==> src/rtl/dma_chan_pkg.sv <==
package dma_chan_pkg;

    typedef enum logic {
        DIR_MEM_TO_PER = 1'b0,
        DIR_PER_TO_MEM = 1'b1
    } xfer_dir_e;

    typedef struct packed {
        xfer_dir_e  dir;
        logic [1:0] per_width;
        logic [1:0] mem_width;
        logic       per_inc;
        logic       mem_inc;
        logic       circ;
        logic       m2m;
    } chan_mode_t;

    // Width code to byte step: 0 -> 1, 1 -> 2, 2/3 -> 4
    function automatic logic [2:0] width_bytes(input logic [1:0] code);
        case (code)
            2'd0:    width_bytes = 3'd1;
            2'd1:    width_bytes = 3'd2;
            default: width_bytes = 3'd4;
        endcase
    endfunction

endpackage

==> src/rtl/dma_addr_ptr.sv <==
module dma_addr_ptr
    import dma_chan_pkg::*;
#(
    parameter int AW = 32
) (
    input  logic          clk,
    input  logic          rst,
    input  logic          load,
    input  logic [AW-1:0] base,
    input  logic          step,
    input  logic          inc,
    input  logic [1:0]    width,
    output logic [AW-1:0] ptr
);
    logic [AW-1:0] step_bytes;

    assign step_bytes = AW'(width_bytes(width));

    always_ff @(posedge clk) begin
        if (rst)
            ptr <= '0;
        else if (load)
            ptr <= base;
        else if (step && inc)
            ptr <= ptr + step_bytes;
    end

    // an incrementing step adds the element width in bytes
    a_r4_ptr_step: assert property (@(posedge clk) disable iff (rst)
        (step && inc && !load) |=> (ptr == $past(ptr) + $past(step_bytes)));

    // without increment the pointer holds
    a_r4_ptr_hold: assert property (@(posedge clk) disable iff (rst)
        (step && !inc && !load) |=> $stable(ptr));

endmodule

==> src/rtl/dma_xfer_counter.sv <==
module dma_xfer_counter #(
    parameter int CW = 16
) (
    input  logic          clk,
    input  logic          rst,
    input  logic          load,
    input  logic [CW-1:0] load_val,
    input  logic          dec,
    output logic [CW-1:0] rem,
    output logic          last
);
    assign last = (rem == CW'(1));

    always_ff @(posedge clk) begin
        if (rst)
            rem <= '0;
        else if (load)
            rem <= load_val;
        else if (dec)
            rem <= rem - CW'(1);
    end

    // a non-final accepted beat lowers the count by one
    a_r3_dec_one: assert property (@(posedge clk) disable iff (rst)
        (dec && !load) |=> (rem == $past(rem) - CW'(1)));

endmodule

==> src/rtl/dma_chan_engine.sv <==
module dma_chan_engine
    import dma_chan_pkg::*;
#(
    parameter int AW = 32,
    parameter int CW = 16
) (
    input  logic          clk,
    input  logic          rst,
    input  logic          cfg_wr,
    input  logic [AW-1:0] cfg_per_base,
    input  logic [AW-1:0] cfg_mem_base,
    input  logic [CW-1:0] cfg_count,
    input  logic          cfg_dir,
    input  logic [1:0]    cfg_per_width,
    input  logic [1:0]    cfg_mem_width,
    input  logic          cfg_per_inc,
    input  logic          cfg_mem_inc,
    input  logic          cfg_circ,
    input  logic          cfg_m2m,
    input  logic          start,
    input  logic          per_req,
    input  logic          beat_done,
    output logic          busy,
    output logic          beat_req,
    output logic [AW-1:0] src_addr,
    output logic [AW-1:0] dst_addr,
    output logic [1:0]    src_width,
    output logic [1:0]    dst_width,
    output logic [CW-1:0] remaining,
    output logic          xfer_done,
    output logic          cfg_err
);
    localparam int NSIDE = 2;   // index 0 = peripheral, 1 = memory

    chan_mode_t    mode_q;
    logic [AW-1:0] per_base_q, mem_base_q;
    logic [CW-1:0] count_q;

    logic          mode_bad, start_ok, accept, last, wrap, reload;
    logic [AW-1:0] side_base [NSIDE];
    logic [AW-1:0] side_ptr  [NSIDE];
    logic [1:0]    side_w    [NSIDE];
    logic          side_inc  [NSIDE];

    // stored set-up: written only while idle
    always_ff @(posedge clk) begin
        if (rst) begin
            mode_q     <= '0;
            per_base_q <= '0;
            mem_base_q <= '0;
            count_q    <= '0;
        end else if (cfg_wr && !busy) begin
            mode_q.dir       <= xfer_dir_e'(cfg_dir);
            mode_q.per_width <= cfg_per_width;
            mode_q.mem_width <= cfg_mem_width;
            mode_q.per_inc   <= cfg_per_inc;
            mode_q.mem_inc   <= cfg_mem_inc;
            mode_q.circ      <= cfg_circ;
            mode_q.m2m       <= cfg_m2m;
            per_base_q       <= cfg_per_base;
            mem_base_q       <= cfg_mem_base;
            count_q          <= cfg_count;
        end
    end

    assign mode_bad = mode_q.circ && mode_q.m2m;
    assign start_ok = start && !busy && !mode_bad && (count_q != '0);
    assign beat_req = busy && (mode_q.m2m || per_req);
    assign accept   = beat_req && beat_done;
    assign wrap     = accept && last && mode_q.circ;
    assign reload   = start_ok || wrap;

    always_ff @(posedge clk) begin
        if (rst) begin
            busy      <= 1'b0;
            xfer_done <= 1'b0;
            cfg_err   <= 1'b0;
        end else begin
            xfer_done <= accept && last;
            if (start_ok) begin
                busy    <= 1'b1;
                cfg_err <= 1'b0;
            end else if (start && !busy && mode_bad) begin
                cfg_err <= 1'b1;
            end else if (accept && last && !mode_q.circ) begin
                busy    <= 1'b0;
            end
        end
    end

    assign side_base[0] = per_base_q;
    assign side_base[1] = mem_base_q;
    assign side_w[0]    = mode_q.per_width;
    assign side_w[1]    = mode_q.mem_width;
    assign side_inc[0]  = mode_q.per_inc;
    assign side_inc[1]  = mode_q.mem_inc;

    for (genvar s = 0; s < NSIDE; s++) begin : g_side
        dma_addr_ptr #(.AW(AW)) i_ptr (
            .clk   (clk),
            .rst   (rst),
            .load  (reload),
            .base  (side_base[s]),
            .step  (accept),
            .inc   (side_inc[s]),
            .width (side_w[s]),
            .ptr   (side_ptr[s])
        );
    end

    dma_xfer_counter #(.CW(CW)) i_cnt (
        .clk      (clk),
        .rst      (rst),
        .load     (reload),
        .load_val (count_q),
        .dec      (accept && !last),
        .rem      (remaining),
        .last     (last)
    );

    always_comb begin
        if (mode_q.dir == DIR_MEM_TO_PER) begin
            src_addr  = side_ptr[1];
            src_width = side_w[1];
            dst_addr  = side_ptr[0];
            dst_width = side_w[0];
        end else begin
            src_addr  = side_ptr[0];
            src_width = side_w[0];
            dst_addr  = side_ptr[1];
            dst_width = side_w[1];
        end
    end

    // an illegal mode never runs
    a_r9_err_idle: assert property (@(posedge clk) disable iff (rst)
        cfg_err |-> !busy);

    // a non-circular pass ends the channel
    a_r7_done_stops: assert property (@(posedge clk) disable iff (rst)
        (xfer_done && !mode_q.circ) |-> !busy);

    // a circular pass keeps the channel running
    a_r8_circ_runs: assert property (@(posedge clk) disable iff (rst)
        (xfer_done && mode_q.circ) |-> busy);

    // a running channel always has items left
    a_r10_no_empty_run: assert property (@(posedge clk) disable iff (rst)
        busy |-> (remaining != '0));

    // stored set-up holds while running
    a_r11_base_hold: assert property (@(posedge clk) disable iff (rst)
        (busy && $past(busy)) |-> ($stable(per_base_q) && $stable(mem_base_q) && $stable(count_q)));

    // no request while idle
    a_r6_idle_no_req: assert property (@(posedge clk) disable iff (rst)
        !busy |-> !beat_req);

endmodule

==> config.mk <==
export PLATFORM = sky130hd
export DESIGN_NAME = dma_chan_engine
export DESIGN_NICKNAME = d
export VERILOG_FILES = /design/src/rtl/dma_chan_pkg.sv /design/src/rtl/dma_addr_ptr.sv /design/src/rtl/dma_xfer_counter.sv /design/src/rtl/dma_chan_engine.sv
export SDC_FILE = /design/constraint.sdc
export NUM_CORES = 1
export LEC_CHECK = 0
export ABC_CLOCK_PERIOD_IN_PS = 2700
export BUFFER_PORTS_ARGS = -buffer_cell sky130_fd_sc_hd__buf_2
export CAP_MARGIN = 20
export CELL_PAD_IN_SITES_DETAIL_PLACEMENT = 2
export CELL_PAD_IN_SITES_GLOBAL_PLACEMENT = 2
export CORE_MARGIN = 2
export CORE_UTILIZATION = 32
export CTS_CLUSTER_SIZE = 16
export DETAILED_ROUTE_END_ITERATION = 10
export GPL_ROUTABILITY_DRIVEN = 1
export MAX_ROUTING_LAYER = met4
export PLACE_DENSITY_LB_ADDON = 0.1
export SYNTH_ARGS = -nofsm -noshare
export SYNTH_HDL_FRONTEND = slang
export SYNTH_SLANG_ARGS = --single-unit
export TNS_END_PERCENT = 20
==> constraint.sdc <==
create_clock -name clk -period 2.7 [get_ports clk]
set_input_delay 0.135 -clock clk [delete_from_list [all_inputs] [get_ports clk]]
set_output_delay 0.135 -clock clk [all_outputs]
set_load 0.02 [all_outputs]
==> reports/metrics.cfg <==
[setup_path]
worstPathMaxFanout=55
ff2ff_setup_slack_ns=0.19
crit_required_ns=3.02
worst_r2r_startpoint=count_q[12]
critPathKind=flip-flop to flip-flop
cp.arrival_ns=2.83
r2r-end=g_side[1].i_ptr.ptr[20]
cp-end-kind=flip-flop
rr_worst_depth=6
crit_path_start_kind=flip-flop

[logic_synthesis]
ys_seq_elements=172
synth_common_cells=nand2_1 (225), dfxtp_1 (172), a21oi_1 (112), nor2_1 (82), mux2_2 (61)
yosys_warnings=0
yosysTopAreaCell=dfxtp_1
yosysMostFrequentCell=nand2_1
async_reset_ff_frac=0
avgSynthCellArea_sq_um=8.25
syn_area_sq_mm=0.00853
yosysSeqAreaShare=0.404
ys_types=56
synth_cells=1033
synthFlopType=dfxtp_1
syn_nets=1138
ys_top_cells_by_area=dfxtp_1 (40%), nand2_1 (9.9%), mux2_2 (8.1%), a21oi_1 (6.6%), a211oi_1 (4.8%)
synth_edf_count=0
synth_top_area_frac=0.404

[die]
die_h_microns=167
fp.dieArea_sq_mm=0.0280
start_util=0.326
io_pins=183
die_x_microns=167
core_sq_mm=0.0261
rows=59

[global_route]
grt-ovfl-total=0
grt_pass1_wl_mm=50.1
antenna_found_initial=0
grt_pass1_vias=9017
grt_start_max_net_pins=59
grt_util_all_layers=0.232

[timing]
fin_crit_ns=2.51
max_freq_ghz=0.399
setup_slack_ns=0.195
fin_setup_tns_ns=0
period_share=0.928
slew_headroom=0.510
drv_slew=0
skew_ns=0.0158
hold_viol_final=0
setup_viol=0
tightestPinTransition_ns=0.730
rsz0062_at_grt=no

[cells_and_area]
drive_gt1_frac=0.256
num_antenna_cells=0
utilization=0.434
syn_to_final_growth_pct=32.9
fin_nets=1385

[clock_tree]
cts_buffers=17
root_buffer=clkbuf_16
htreeDepth=4
clk_latency_ns=0.43
cts_tree=done
postCtsSetupBuffers=0
clockBufferDepth=2
clock_sinks=172
clk_pin_slew_ns=0.07

[worst_hold_path]
hold_path_class=primary input to flip-flop
min_from=cfg_mem_base[20]
holdPathStages=3
holdPathEnd=mem_base_q[20]

[place]
io_buffers=182
place_hpwl_mm=21.7
gp_congestion=0.852
pre_cts_ws_ns=0.188

[route]
vias=8431
drcViolationCount=11
drt_pass1_iterations=7
drt_wl_total_mm=31.2
drt_iter0_markers=350
viasPerCell=5.18
drtAntennaViolNets=0
post_drt_wl_per_cell_microns=19.2

[job]
drv_cap=0

[power]
total_power_mw=7.19
p_per_area_mw_per_mm2=635
ir_worst_vdd_uv=332
p_leak_nw=4.58

[status]
outcome=finished, violations left
violations=DRC

## area by class of cell
cell class	instances	area, sq um
sequential	172	3440
fill	2932	14800
multi-input combinational	782	4790
clock inverter	12	101
inverter	10	37.5
tap	335	419
timing repair buffer	297	2090
clock buffer	19	453
## report_power, final
part | switching [mW] | total (mW) | internal (mW)
Combinational | 1.01 | 1.73 | 0.727
Sequential | 0.297 | 3.07 | 2.77
Clock | 1.14 | 2.39 | 1.25
## critical path: stages (launching register included)
cell and delay [ns]:
dfxtp_1 0.36, nor4_1 0.46, nand4_1 0.28, a2bb2oi_4 0.58
buf_12 0.33, nor2_1 0.08, a211oi_1 0.27
## what timing repair did
item,4_1_cts,5_1_grt
hold buffers,84,1
resized for setup,0,1
endpoints found under the setup margin,0,2
hold endpoints to repair,84,1
## metrics by stage
step,hold slack (ns),std cells,cell area [sq um]
final,0.0231,1627,11300
after global routing,0.00701,1627,11300
after CTS,0.00131,1626,11300
after detailed placement,0.383,1511,9920
after global placement,0.378,1511,9920
after floorplan,0.271,1033,8530
## how the worst max path moves through the flow
stage / start / end / slack, ns / cells after the start
final: count_q[12] / g_side[1].i_ptr.ptr[20] / 0.19 / 6
after global placement: mode_q[7] / g_side[0].i_ptr.ptr[18] / 0.37 / 9
after floorplan: i_cnt.rem[1] / i_cnt.rem[8] / 0.54 / 8
after CTS: mode_q[7] / g_side[0].i_ptr.ptr[18] / 0.12 / 9
after global routing: mode_q[6] / g_side[0].i_ptr.ptr[9] / 0.01 / 8
after detailed placement: mode_q[7] / g_side[0].i_ptr.ptr[18] / 0.19 / 9
## layer usage
metal  vias up  global-route usage  part of all wire
met2       143               0.387              0.48
met4         0              0.0601             0.015
li1       4112                   -                 -
met5         -                   -                 0
met1      4149               0.299              0.48
met3        27              0.0265             0.026
## cell usage in the layout, fill, tap and decap left out, types with 6 or more instances in the layout
master,n
nand2_1,225
buf_2,181
dfxtp_1,171
a21oi_1,111
dlygate4sd3_1,85
nor2_1,82
mux2_2,61
a211oi_1,55
nand3_1,35
xor2_1,31
xnor2_1,27
buf_4,23
clkbuf_16,17
nand4_1,16
o21ai_0,16
nor3_1,13
inv_1,10
nor4_1,9
or3_1,8
nor4_2,8
ha_1,8
buf_12,8
and3_1,6
a311oi_1,6
and4_1,6
inv_6,6
## logic make-up (layout without fill, tap and decap cells)
| group | after synthesis | count (layout) | share of synthesized area |
|---|---|---|---|
| compound gates | 221 | 221 | 0.165 |
| xor+xnor | 58 | 58 | 0.0596 |
| fa+ha+maj | 10 | 10 | 0.0164 |
| buf+inv | 79 | 338 | 0.0383 |
| flops | 172 | 172 | 0.404 |
| mux | 61 | 61 | 0.0806 |
| simple gates | 432 | 432 | 0.237 |
## registers in the layout, indices dropped and copies added (netlist names)
register / flops
mem_base_q: 32
count_q: 16
xfer_done: 1
per_base_q: 32
i_cnt.rem: 16
cfg_err: 1
mode_q: 9
busy: 1
g_side.i_ptr.ptr: 64
Power figures use the tool's default switching activity.
